### src/rtl/poll_judge.sv
module poll_judge #(
  parameter int MAX_POLLS = 16
) (
  input  logic       clk,
  input  logic       rst_n,
  input  logic       start,
  input  logic       exp_d7,
  output logic       rd_req,
  input  logic       rd_ack,
  input  logic [7:0] rd_data,
  output logic       done,
  output logic       pass,
  output logic       fail
);

  localparam int CW = (MAX_POLLS < 2) ? 1 : $clog2(MAX_POLLS);

  typedef enum logic [1:0] {IDLE, POLL, LAST} st_t;

  st_t           st;
  logic [CW-1:0] cnt;
  logic          exp_q;

  wire hit      = rd_req && rd_ack;
  wire match    = rd_data[7] == exp_q;
  wire to_flag  = rd_data[5];
  wire at_limit = (MAX_POLLS != 0) && (cnt == CW'(MAX_POLLS - 1));

  assign rd_req = (st != IDLE);

  always_ff @(posedge clk) begin
    if (!rst_n) begin
      st    <= IDLE;
      cnt   <= '0;
      exp_q <= 1'b0;
      done  <= 1'b0;
      pass  <= 1'b0;
      fail  <= 1'b0;
    end else begin
      done <= 1'b0;
      pass <= 1'b0;
      fail <= 1'b0;
      case (st)
        IDLE: if (start) begin
          st    <= POLL;
          cnt   <= '0;
          exp_q <= exp_d7;
        end
        POLL: if (hit) begin
          if (match) begin
            st <= IDLE; done <= 1'b1; pass <= 1'b1;
          end else if (to_flag) begin
            st <= LAST;
          end else if (at_limit) begin
            st <= IDLE; done <= 1'b1; fail <= 1'b1;
          end else begin
            cnt <= cnt + 1'b1;
          end
        end
        LAST: if (hit) begin
          st   <= IDLE;
          done <= 1'b1;
          pass <= match;
          fail <= !match;
        end
        default: st <= IDLE;
      endcase
    end
  end

  a_r8_one_result: assert property (@(posedge clk) disable iff (!rst_n)
    done |-> (pass ^ fail));
  a_r8_single_pulse: assert property (@(posedge clk) disable iff (!rst_n)
    done |=> !done);
  a_r8_flags_need_done: assert property (@(posedge clk) disable iff (!rst_n)
    (pass || fail) |-> done);
  a_r3_done_after_ack: assert property (@(posedge clk) disable iff (!rst_n)
    done |-> $past(rd_req && rd_ack));
  a_r2_req_held: assert property (@(posedge clk) disable iff (!rst_n)
    (rd_req && !rd_ack) |=> rd_req);
  a_r3_req_drops: assert property (@(posedge clk) disable iff (!rst_n)
    done |-> !rd_req);

endmodule

### config.mk
export PLATFORM = sky130hd
export DESIGN_NAME = poll_judge
export DESIGN_NICKNAME = d
export VERILOG_FILES = /design/src/rtl/poll_judge.sv
export SDC_FILE = /design/constraint.sdc
export NUM_CORES = 1
export LEC_CHECK = 0
export BUFFER_PORTS_ARGS = -buffer_cell sky130_fd_sc_hd__buf_2
export CAP_MARGIN = 20
export CORE_AREA = 4 4 41 43
export DETAILED_ROUTE_END_ITERATION = 10
export DIE_AREA = 0 0 45 47
export HOLD_SLACK_MARGIN = 0.1
export PLACE_DENSITY_LB_ADDON = 0.2
export SYNTH_ARGS = -nofsm -noshare
export SYNTH_HDL_FRONTEND = slang
export SYNTH_SLANG_ARGS = --single-unit
### constraint.sdc
create_clock -name clk -period 3.7 [get_ports clk]
set_clock_uncertainty 0.05 [all_clocks]
set_input_delay 0.185 -clock clk [delete_from_list [all_inputs] [get_ports clk]]
set_output_delay 0.185 -clock clk [all_outputs]
set_load 0.1 [all_outputs]
==> results of run 1 <==
## stage by stage
stage,instances,hold WS [ns],utilization [%]
after floorplan,63,0.296,-
after global placement,86,0.424,47.2
after detailed placement,86,0.430,47.2
after CTS,90,0.139,50.0
after global routing,90,0.163,50.0
final,90,0.145,50.0
## per-layer routing
layer / up-vias / wire (um) / share of wire, % / track usage, %
met5: - / 0 / 0 / 0
met4: 0 / 26 / 2.2 / 9.36
met3: 4 / 82 / 7.1 / 7.66
met2: 20 / 538 / 46 / 21.5
met1: 225 / 512 / 44 / 16.2
li1: 255 / - / - / -
## layout by cell type, fill, tap and decap left out
cell type / netlist / routed
dfxtp_1: 10 / 10
buf_2: 1 / 10
nand3_1: 7 / 7
nor2_1: 6 / 6
inv_1: 5 / 5
a21oi_1: 4 / 4
ha_1: 4 / 4
nand4_1: 3 / 3
clkbuf_4: 0 / 3
nand2_1: 2 / 2
o2111ai_1: 2 / 2
or4_1: 2 / 2
o21a_1: 2 / 2
nor2b_1: 1 / 1
xor2_2: 1 / 1
o21ai_1: 1 / 1
a31oi_1: 1 / 1
nand4_2: 1 / 1
nor3b_2: 1 / 1
and4_1: 1 / 1
o21bai_1: 1 / 1
a22o_1: 1 / 1
mux2i_1: 1 / 1
o211ai_1: 1 / 1
or2_0: 1 / 1
a211oi_1: 1 / 1
a41o_1: 1 / 1
clkbuf_8: 0 / 1
## cells in the mapped netlist (2+ instances only)
master and instances:
dfxtp_1 10, or4_1 2, inv_1 5, nand3_1 7
o2111ai_1 2, nor2_1 6, ha_1 4, nand2_1 2
nand4_1 3, o21a_1 2, a21oi_1 4
## where the power goes
part / switching [uW] / internal (uW)
clock network: 37.6 / 59.8
logic: 109 / 38.8
registers: 4.53 / 116
## registers in the layout, summed over array words and instances, names as in the netlist
signal	flops
st	2
fail	1
cnt	4
exp_q	1
done	1
pass	1
## worst paths after layout
| kind | depth (start not counted) | end | slack (ns) | from |
|---|---|---|---|---|
| setup / recovery | 6 | cnt[2] | 1.87 | st[0] |
| hold / removal | 3 | exp_q | 0.14 | exp_d7 |
| setup reg to reg | 6 | cnt[2] | 1.87 | st[0] |
| hold reg to reg | 2 | exp_q | 0.45 | exp_q |
## area by class of cell
type                       instances  area (um^2)  area share [%]
tap                               15         18.8            2.88
timing repair buffer              10         50.0            7.69
sequential                        10          200            30.8
multi-input combinational         46          327            50.2
inverter                           5         18.8            2.88
clock buffer                       4         36.3            5.58
## logic make-up after synthesis
logic type / synth area share (%)
AND/OR/NAND/NOR: 26.2
buffers and inverters: 4.96
flip-flops: 36.1
AO/OA/AOI/OAI: 19.0
multiplexers: 1.81
adder cells (fa/ha/maj): 9.03
XOR/XNOR: 2.94
## worst max-delay path, stage by stage, from the launching register on
cell and delay, ns:
dfxtp_1 0.33, inv_1 0.08, ha_1 0.26, nor2b_1 0.28
nand4_2 0.24, or4_1 0.45, nand3_1 0.09
==> run summary, run 1 <==
crit path DAT: 1.99 ns
Setup Buffers After CTS: 0
status: finished, final reports clean
GPL Wtd Cong: 0.780
Final min period: 1.83 ns
Non-Filler Cell Area, Final: 651 um^2
Final Max Slew Viols: 0
Skew-Pair Late Insertion Delay: 0.27 ns
area growth from synthesis to layout: 17.4%
fillers: 122
Leak Pwr: 0.000287 uW
worst slew pin tran: 0.485 ns
grt ovf: 0
Power per Cell Area: 561 mW/mm^2
cell at the root of the clock tree: clkbuf_4
TritonCTS Buffers: 3
CP max FO: 7
PortBufs: 10
Syn Std Cell Area: 554 um^2
fin worst setup slack: 1.87 ns
TritonCTS Sinks: 10
n_diodes: 0
initial antenna violation count: 0
die area: 0.00212 mm^2
worst hold path class: input pin to flip-flop
DP HPWL: 861 um
Slew HR: 67.9%
Post-synth EDFFs: 0
CP required: 3.86 ns
setup violators final: 0
core area: 0.00130 mm^2
Initial Util: 42.6%
FFs w/ async S/R, synth: 0%
1st-iter DRT viols: 18
vias: 504
crit share post-route: 49.5%
Setup crit end kind: flip-flop
Fin Setup TNS: 0 ns
Total Power: 365 uW
synthesis-stage register bit count: 10
Area after DPL: 614 um^2
Post-layout nets: 93
fmax: 546 MHz
post-synthesis cell count: 63
DRC Markers: 0
Clock H-tree levels: 1
Die Y: 47 um
first-pass GRT wire length: 2100 um
largest net degree at the start of global routing: 12
final WL: 1160 um
DRT Pass-1 Iters: 4
startpoint types: flip-flop
CTS tree: done
hold buffer count at cts: 0
sequential area share after synthesis: 36.1%
Top FF cell, synth: dfxtp_1
Synthesized Nets: 80
share of cells above drive strength 1: 22.7%
vias per std cell: 5.60
top-area cell type share of the netlist area: 36.1%
vias in the first global route: 511
synth top area cells: dfxtp_1 36%, ha_1 9.0%, nand3_1 6.3%
Post-Place Worst Slack: 1.87 ns
post-route ant nets: 0
Total GRT Usage: 14.5%
Syn. warnings: 0
# IOs: 17
drt wl/cell: 12.9 um
RSZ-0062 raised after global routing: false
post-CTS resize count: 0
Max VDD drop: 0.340 mV
CTS Buffer Depth: 2
Final Hold Viols: 0
Syn Area/Cell: 8.80 um^2
Reg clk slew, reported paths: 0.07 ns
Max Cap Viol: 0
Synth area leader: dfxtp_1
kind of critical path: flip-flop to flip-flop
Die X: 45 um
Synth cell types: 27
# rows: 13
Power figures use the tool's default switching activity.
==> run 2, diff against run 1 <==
- clock period: 3.7 -> 1.58 ns (I/O delays scaled with it)
==> run 2 against run 1 <==
  * Flip-flop and latch count stayed put
  * Combinational power grew to 3.7 times the previous value
  * Register-to-register slack worse by 1.8 ns
  * Clock-buffer cell count stayed put
  * Via count is 15% higher
  * Non-clock buffer count is 13 higher
  * Largest cell class unchanged
==> run summary, run 2 (same netlist as run 1, synthesis figures left out) <==
status: finished, final reports clean
post-route ant nets: 0 (unchanged)
crit path DAT: 1.59 ns (-0.40 ns)
n_diodes: 0 (unchanged)
1st-iter DRT viols: 6 (-12)
Leak Pwr: 0.000355 uW (+24%)
DRT Pass-1 Iters: 4 (unchanged)
core area: 0.00130 mm^2 (unchanged)
Fin Setup TNS: 0 ns (unchanged)
initial antenna violation count: 0 (unchanged)
most frequent cells in the layout: 9 x buf_2, 8 x dfxtp_1, 8 x buf_4
Total GRT Usage: 16.2% (+1.7 points)
Die X: 45 um (unchanged)
Skew-Pair Late Insertion Delay: 0.27 ns (about the same)
Max Cap Viol: 0 (unchanged)
vias: 582 (+15%)
CP required: 1.69 ns (-2.17 ns)
# IOs: 17 (unchanged)
area growth from synthesis to layout: 52.6%
commonest non-fill, non-tap cell in the layout: buf_2
CTS tree: done
# rows: 13 (unchanged)
top flop regs: cnt x4, st x2
DRC Markers: 0 (unchanged)
DP HPWL: 1110 um (+29%)
Setup crit end kind: flip-flop
drt wl/cell: 13.9 um (+8.1%)
Reg clk slew, reported paths: 0.07 ns (about the same)
Max VDD drop: 0.852 mV (+150%)
Area after DPL: 712 um^2 (+16%)
max FFs per register: 4 (unchanged)
Power per Cell Area: 1260 mW/mm^2 (+130%)
RSZ-0062 raised after global routing: false
startpoint types: flip-flop
Clock H-tree levels: 1 (unchanged)
Die Y: 47 um (unchanged)
grt ovf: 0 (unchanged)
share of cells above drive strength 1: 43.2% (+21 points)
Final min period: 1.49 ns (-0.343 ns)
setup violators final: 0 (unchanged)
cell at the root of the clock tree: clkbuf_4
TritonCTS Buffers: 3 (unchanged)
Slew HR: 67.8% (-0.078 points)
final WL: 1440 um (+24%)
Final Max Slew Viols: 0 (unchanged)
vias in the first global route: 579 (+13%)
fmax: 673 MHz (+23%)
Initial Util: 42.6% (unchanged)
TritonCTS Sinks: 10 (unchanged)
worst hold path class: input pin to flip-flop
PortBufs: 10 (unchanged)
Post-layout nets: 106 (+14%)
vias per std cell: 5.65 (+0.90%)
worst slew pin tran: 0.486 ns (+0.00118 ns)
GPL Wtd Cong: 0.796 (+2.1%)
CP max FO: 6 (-1)
Non-Filler Cell Area, Final: 846 um^2 (+30%)
Top reg by flops: cnt
die area: 0.00212 mm^2 (unchanged)
CTS Buffer Depth: 2 (unchanged)
Final Hold Viols: 0 (unchanged)
crit share post-route: 94.1% (+45 points)
first-pass GRT wire length: 2320 um (+10%)
kind of critical path: flip-flop to flip-flop
largest net degree at the start of global routing: 9 (-3)
[run 2: cell count changes in the layout (fill, tap and decap cells not counted), moves of 2 or more]
cell	before	now
inv_1	5	2
dfxtp_2	0	2
buf_4	0	8
inv_2	0	2
dlygate4sd3_1	0	4
ha_1	4	2
dfxtp_1	10	8
[run 2: worst max-delay path, stage by stage, from the launching register on]
cell	delay (ns)
dfxtp_1	0.31
ha_1	0.24
a31oi_4	0.18
nand4_2	0.13
buf_4	0.17
o2111ai_1	0.20
nand3_1	0.09
[run 2: power by group]
part,switching [uW],internal (uW),total (uW)
Clock,91.6,140,232
Sequential,15.5,273,289
Combinational,316,233,548
[run 2: routing by layer]
metal / part of all wire [%] / GRT usage (%)
met3: 5.7 / 6.90
met1: 38 / 14.7
met4: 5.9 / 13.5
met5: 0 / 0
met2: 50 / 28.0
[run 2: final cells by class]
class                   instances  area (um^2)
flip-flops and latches         10          203
repair buffers                 23          176
clock buffers                   4         36.3
well taps                      15         18.8
inverters                       5         22.5
multi-input cells              46          389
fillers                       117          455
[run 2: final timing paths]
| kind | from | to | slack (ns) | depth (start not counted) |
|---|---|---|---|---|
| hold reg to reg | exp_q | exp_q | 0.52 | 2 |
| hold / removal | rd_data[5] | fail | 0.18 | 4 |
| setup reg to reg | cnt[0] | cnt[2] | 0.09 | 6 |
| setup / recovery | cnt[0] | cnt[2] | 0.09 | 6 |
[run 2: metrics by stage]
step | instances | setup WS (ns) | util, % | total power, uW | hold slack [ns]
floorplan | 63 | -0.116 | - | 610 | 0.189
global placement | 94 | -0.0226 | 54.7 | 756 | 0.319
detailed placement | 94 | -0.0354 | 54.7 | 764 | 0.331
CTS | 102 | 0.0164 | 60.8 | 1020 | 0.131
global route | 103 | 0.00727 | 65.0 | 1130 | 0.201
finish | 103 | 0.0936 | 65.0 | 1070 | 0.184
[run 2: what timing repair did]
action,4_1_cts,5_1_grt
pin swaps,0,2
setup endpoints to repair,3,5
resized for setup,1,9
buffers inserted,0,1
hold buffers,4,1
hold endpoints to repair,3,1
==> run 3, diff against run 2 <==
- BUFFER_PORTS_ARGS: -buffer_cell sky130_fd_sc_hd__buf_2 -> -buffer_cell sky130_fd_sc_hd__buf_4
- CORE_AREA: 4 4 41 43 -> 2 2 39 41
- DIE_AREA: 0 0 45 47 -> 0 0 41 43
==> run 3 against run 2 <==
  * Via count decreased by 5.7%
  * Flip-flop and latch count unchanged
  * Maximum frequency decreased by 1.6%
==> run summary, run 3 (same netlist as run 1, synthesis figures left out) <==
status: finished, final reports clean
drt wl/cell: 12.7 um (-9.0%)
1st-iter DRT viols: 8 (+2)
commonest non-fill, non-tap cell in the layout: buf_4
vias: 549 (-5.7%)
max FFs per register: 4 (unchanged)
Crit Reg-Reg Startpoint: cnt[0]
Area after DPL: 738 um^2 (+3.7%)
area growth from synthesis to layout: 51.7%
Reg clk slew, reported paths: 0.07 ns (about the same)
placed instance count: 97 (+3.2%)
most frequent cells in the layout: 20 x buf_4, 9 x dfxtp_1, 6 x nand3_1, 6 x nor2_1, 4 x a21oi_1
Skew-Pair Late Insertion Delay: 0.26 ns (about the same)
crit path DAT: 1.67 ns (+0.08 ns)
Final min period: 1.51 ns (+0.0246 ns)
Hold Path Cell Cnt: 4 (unchanged)
CP max FO: 3 (-3)
GPL Wtd Cong: 0.829 (+4.2%)
initial antenna violation count: 0 (unchanged)
Setup crit end kind: flip-flop
n_diodes: 0 (unchanged)
Die X: 41 um (-8.9%)
first-pass GRT wire length: 2350 um (+1.2%)
worst slew pin tran: 0.278 ns (-0.208 ns)
Worst Hold Endpoint: fail
startpoint types: flip-flop
Final Max Slew Viols: 0 (unchanged)
DP HPWL: 988 um (-11%)
fmax: 662 MHz (-1.6%)
grt ovf: 0 (unchanged)
Final Hold Viols: 0 (unchanged)
setup violators final: 0 (unchanged)
Total GRT Usage: 19.9% (+3.7 points)
fin worst setup slack: 0.0689 ns (-0.0246 ns)
PortBufs: 10 (unchanged)
Post-layout nets: 106 (unchanged)
die area: 0.00176 mm^2 (-17%)
RSZ-0062 raised after global routing: true
DRT Pass-1 Iters: 4 (unchanged)
crit share post-route: 95.6% (+1.6 points)
vias per std cell: 5.28 (-6.6%)
TritonCTS Buffers: 3 (unchanged)
Post-Place Worst Slack: -0.0178 ns (+0.0176 ns)
R2R cell count: 5 (-1)
Non-Filler Cell Area, Final: 841 um^2 (-0.59%)
Initial Util: 40.1% (-2.5 points)
Total Power: 1020 uW (-4.5%)
Setup Buffers After CTS: 0 (unchanged)
top flop regs: cnt x4, st x2
worst hold path class: input pin to flip-flop
DRC Markers: 0 (unchanged)
reg2reg setup slack: 0.07 ns (-0.02 ns)
CP required: 1.74 ns (+0.05 ns)
Fin Setup TNS: 0 ns (unchanged)
Top reg by flops: cnt
Slew HR: 81.6% (+14 points)
# rows: 14 (+1)
share of cells above drive strength 1: 44.3% (+1.1 points)
core area: 0.00138 mm^2 (+6.3%)
Post-Layout Cell Count: 104 (+0.97%)
vias in the first global route: 553 (-4.5%)
largest net degree at the start of global routing: 9 (unchanged)
Clock H-tree levels: 1 (unchanged)
cell at the root of the clock tree: clkbuf_4
CTS Buffer Depth: 2 (unchanged)
Worst Hold Launch: rd_data[5]
Max Cap Viol: 0 (unchanged)
kind of critical path: flip-flop to flip-flop
TritonCTS Sinks: 10 (unchanged)
Die Y: 43 um (-8.5%)
CTS tree: done
Max VDD drop: 0.601 mV (-29%)
post-route ant nets: 0 (unchanged)
final WL: 1320 um (-8.1%)
# IOs: 17 (unchanged)
RR Endpoint: cnt[3]
Power per Cell Area: 1210 mW/mm^2 (-4.0%)
Leak Pwr: 0.000351 uW (-1.2%)
## run 3: worst max-delay path by stage
| stage | startpoint | end |
|---|---|---|
| 2_1_floorplan | st[1] | st[0] |
| 3_3_place_gp | cnt[0] | cnt[3] |
| 3_5_place_dp | st[0] | cnt[0] |
| 4_1_cts | cnt[0] | cnt[3] |
| 5_1_grt | cnt[0] | cnt[3] |
| 6_report | cnt[0] | cnt[3] |
## run 3: report_power, final
group	switching (uW)	internal, uW
Combinational	298	201
Sequential	13.2	271
Clock	97.7	140
## run 3: critical path, stage by stage (launching register included)
cell and delay (ns):
dfxtp_1 0.32, ha_2 0.21, a31oi_4 0.19, nand3_2 0.11, or4_4 0.48, nand3_1 0.09
## run 3: area by class of cell
class / instances / area, um^2
tap: 16 / 20.0
timing repair buffer: 23 / 180
fill: 131 / 543
multi-input combinational: 46 / 380
clock buffer: 4 / 36.3
sequential: 10 / 201
inverter: 5 / 22.5
## run 3: layer usage
layer | part of all wire, % | vias to the layer above | global-route usage (%)
met5 | 0 | - | 0
met4 | 0.76 | 0 | 12.0
met3 | 1.7 | 2 | 3.14
met2 | 52 | 3 | 32.2
met1 | 45 | 261 | 23.0
li1 | - | 283 | -
## run 3: through the flow
stage / hold slack, ns / utilization [%]
global route: 0.139 / 60.8
detailed placement: 0.313 / 53.3
global placement: 0.311 / 53.3
finish: 0.124 / 60.8
floorplan: 0.189 / -
CTS: 0.103 / 59.0
## run 3: timing repair
action                                 4_1_cts  5_1_grt
setup endpoints to repair                    3        4
endpoints found under the hold margin        5        0
pin swaps                                    1        0
hold buffers                                 3        0
cloned                                       0        0
resized for setup                            3        5
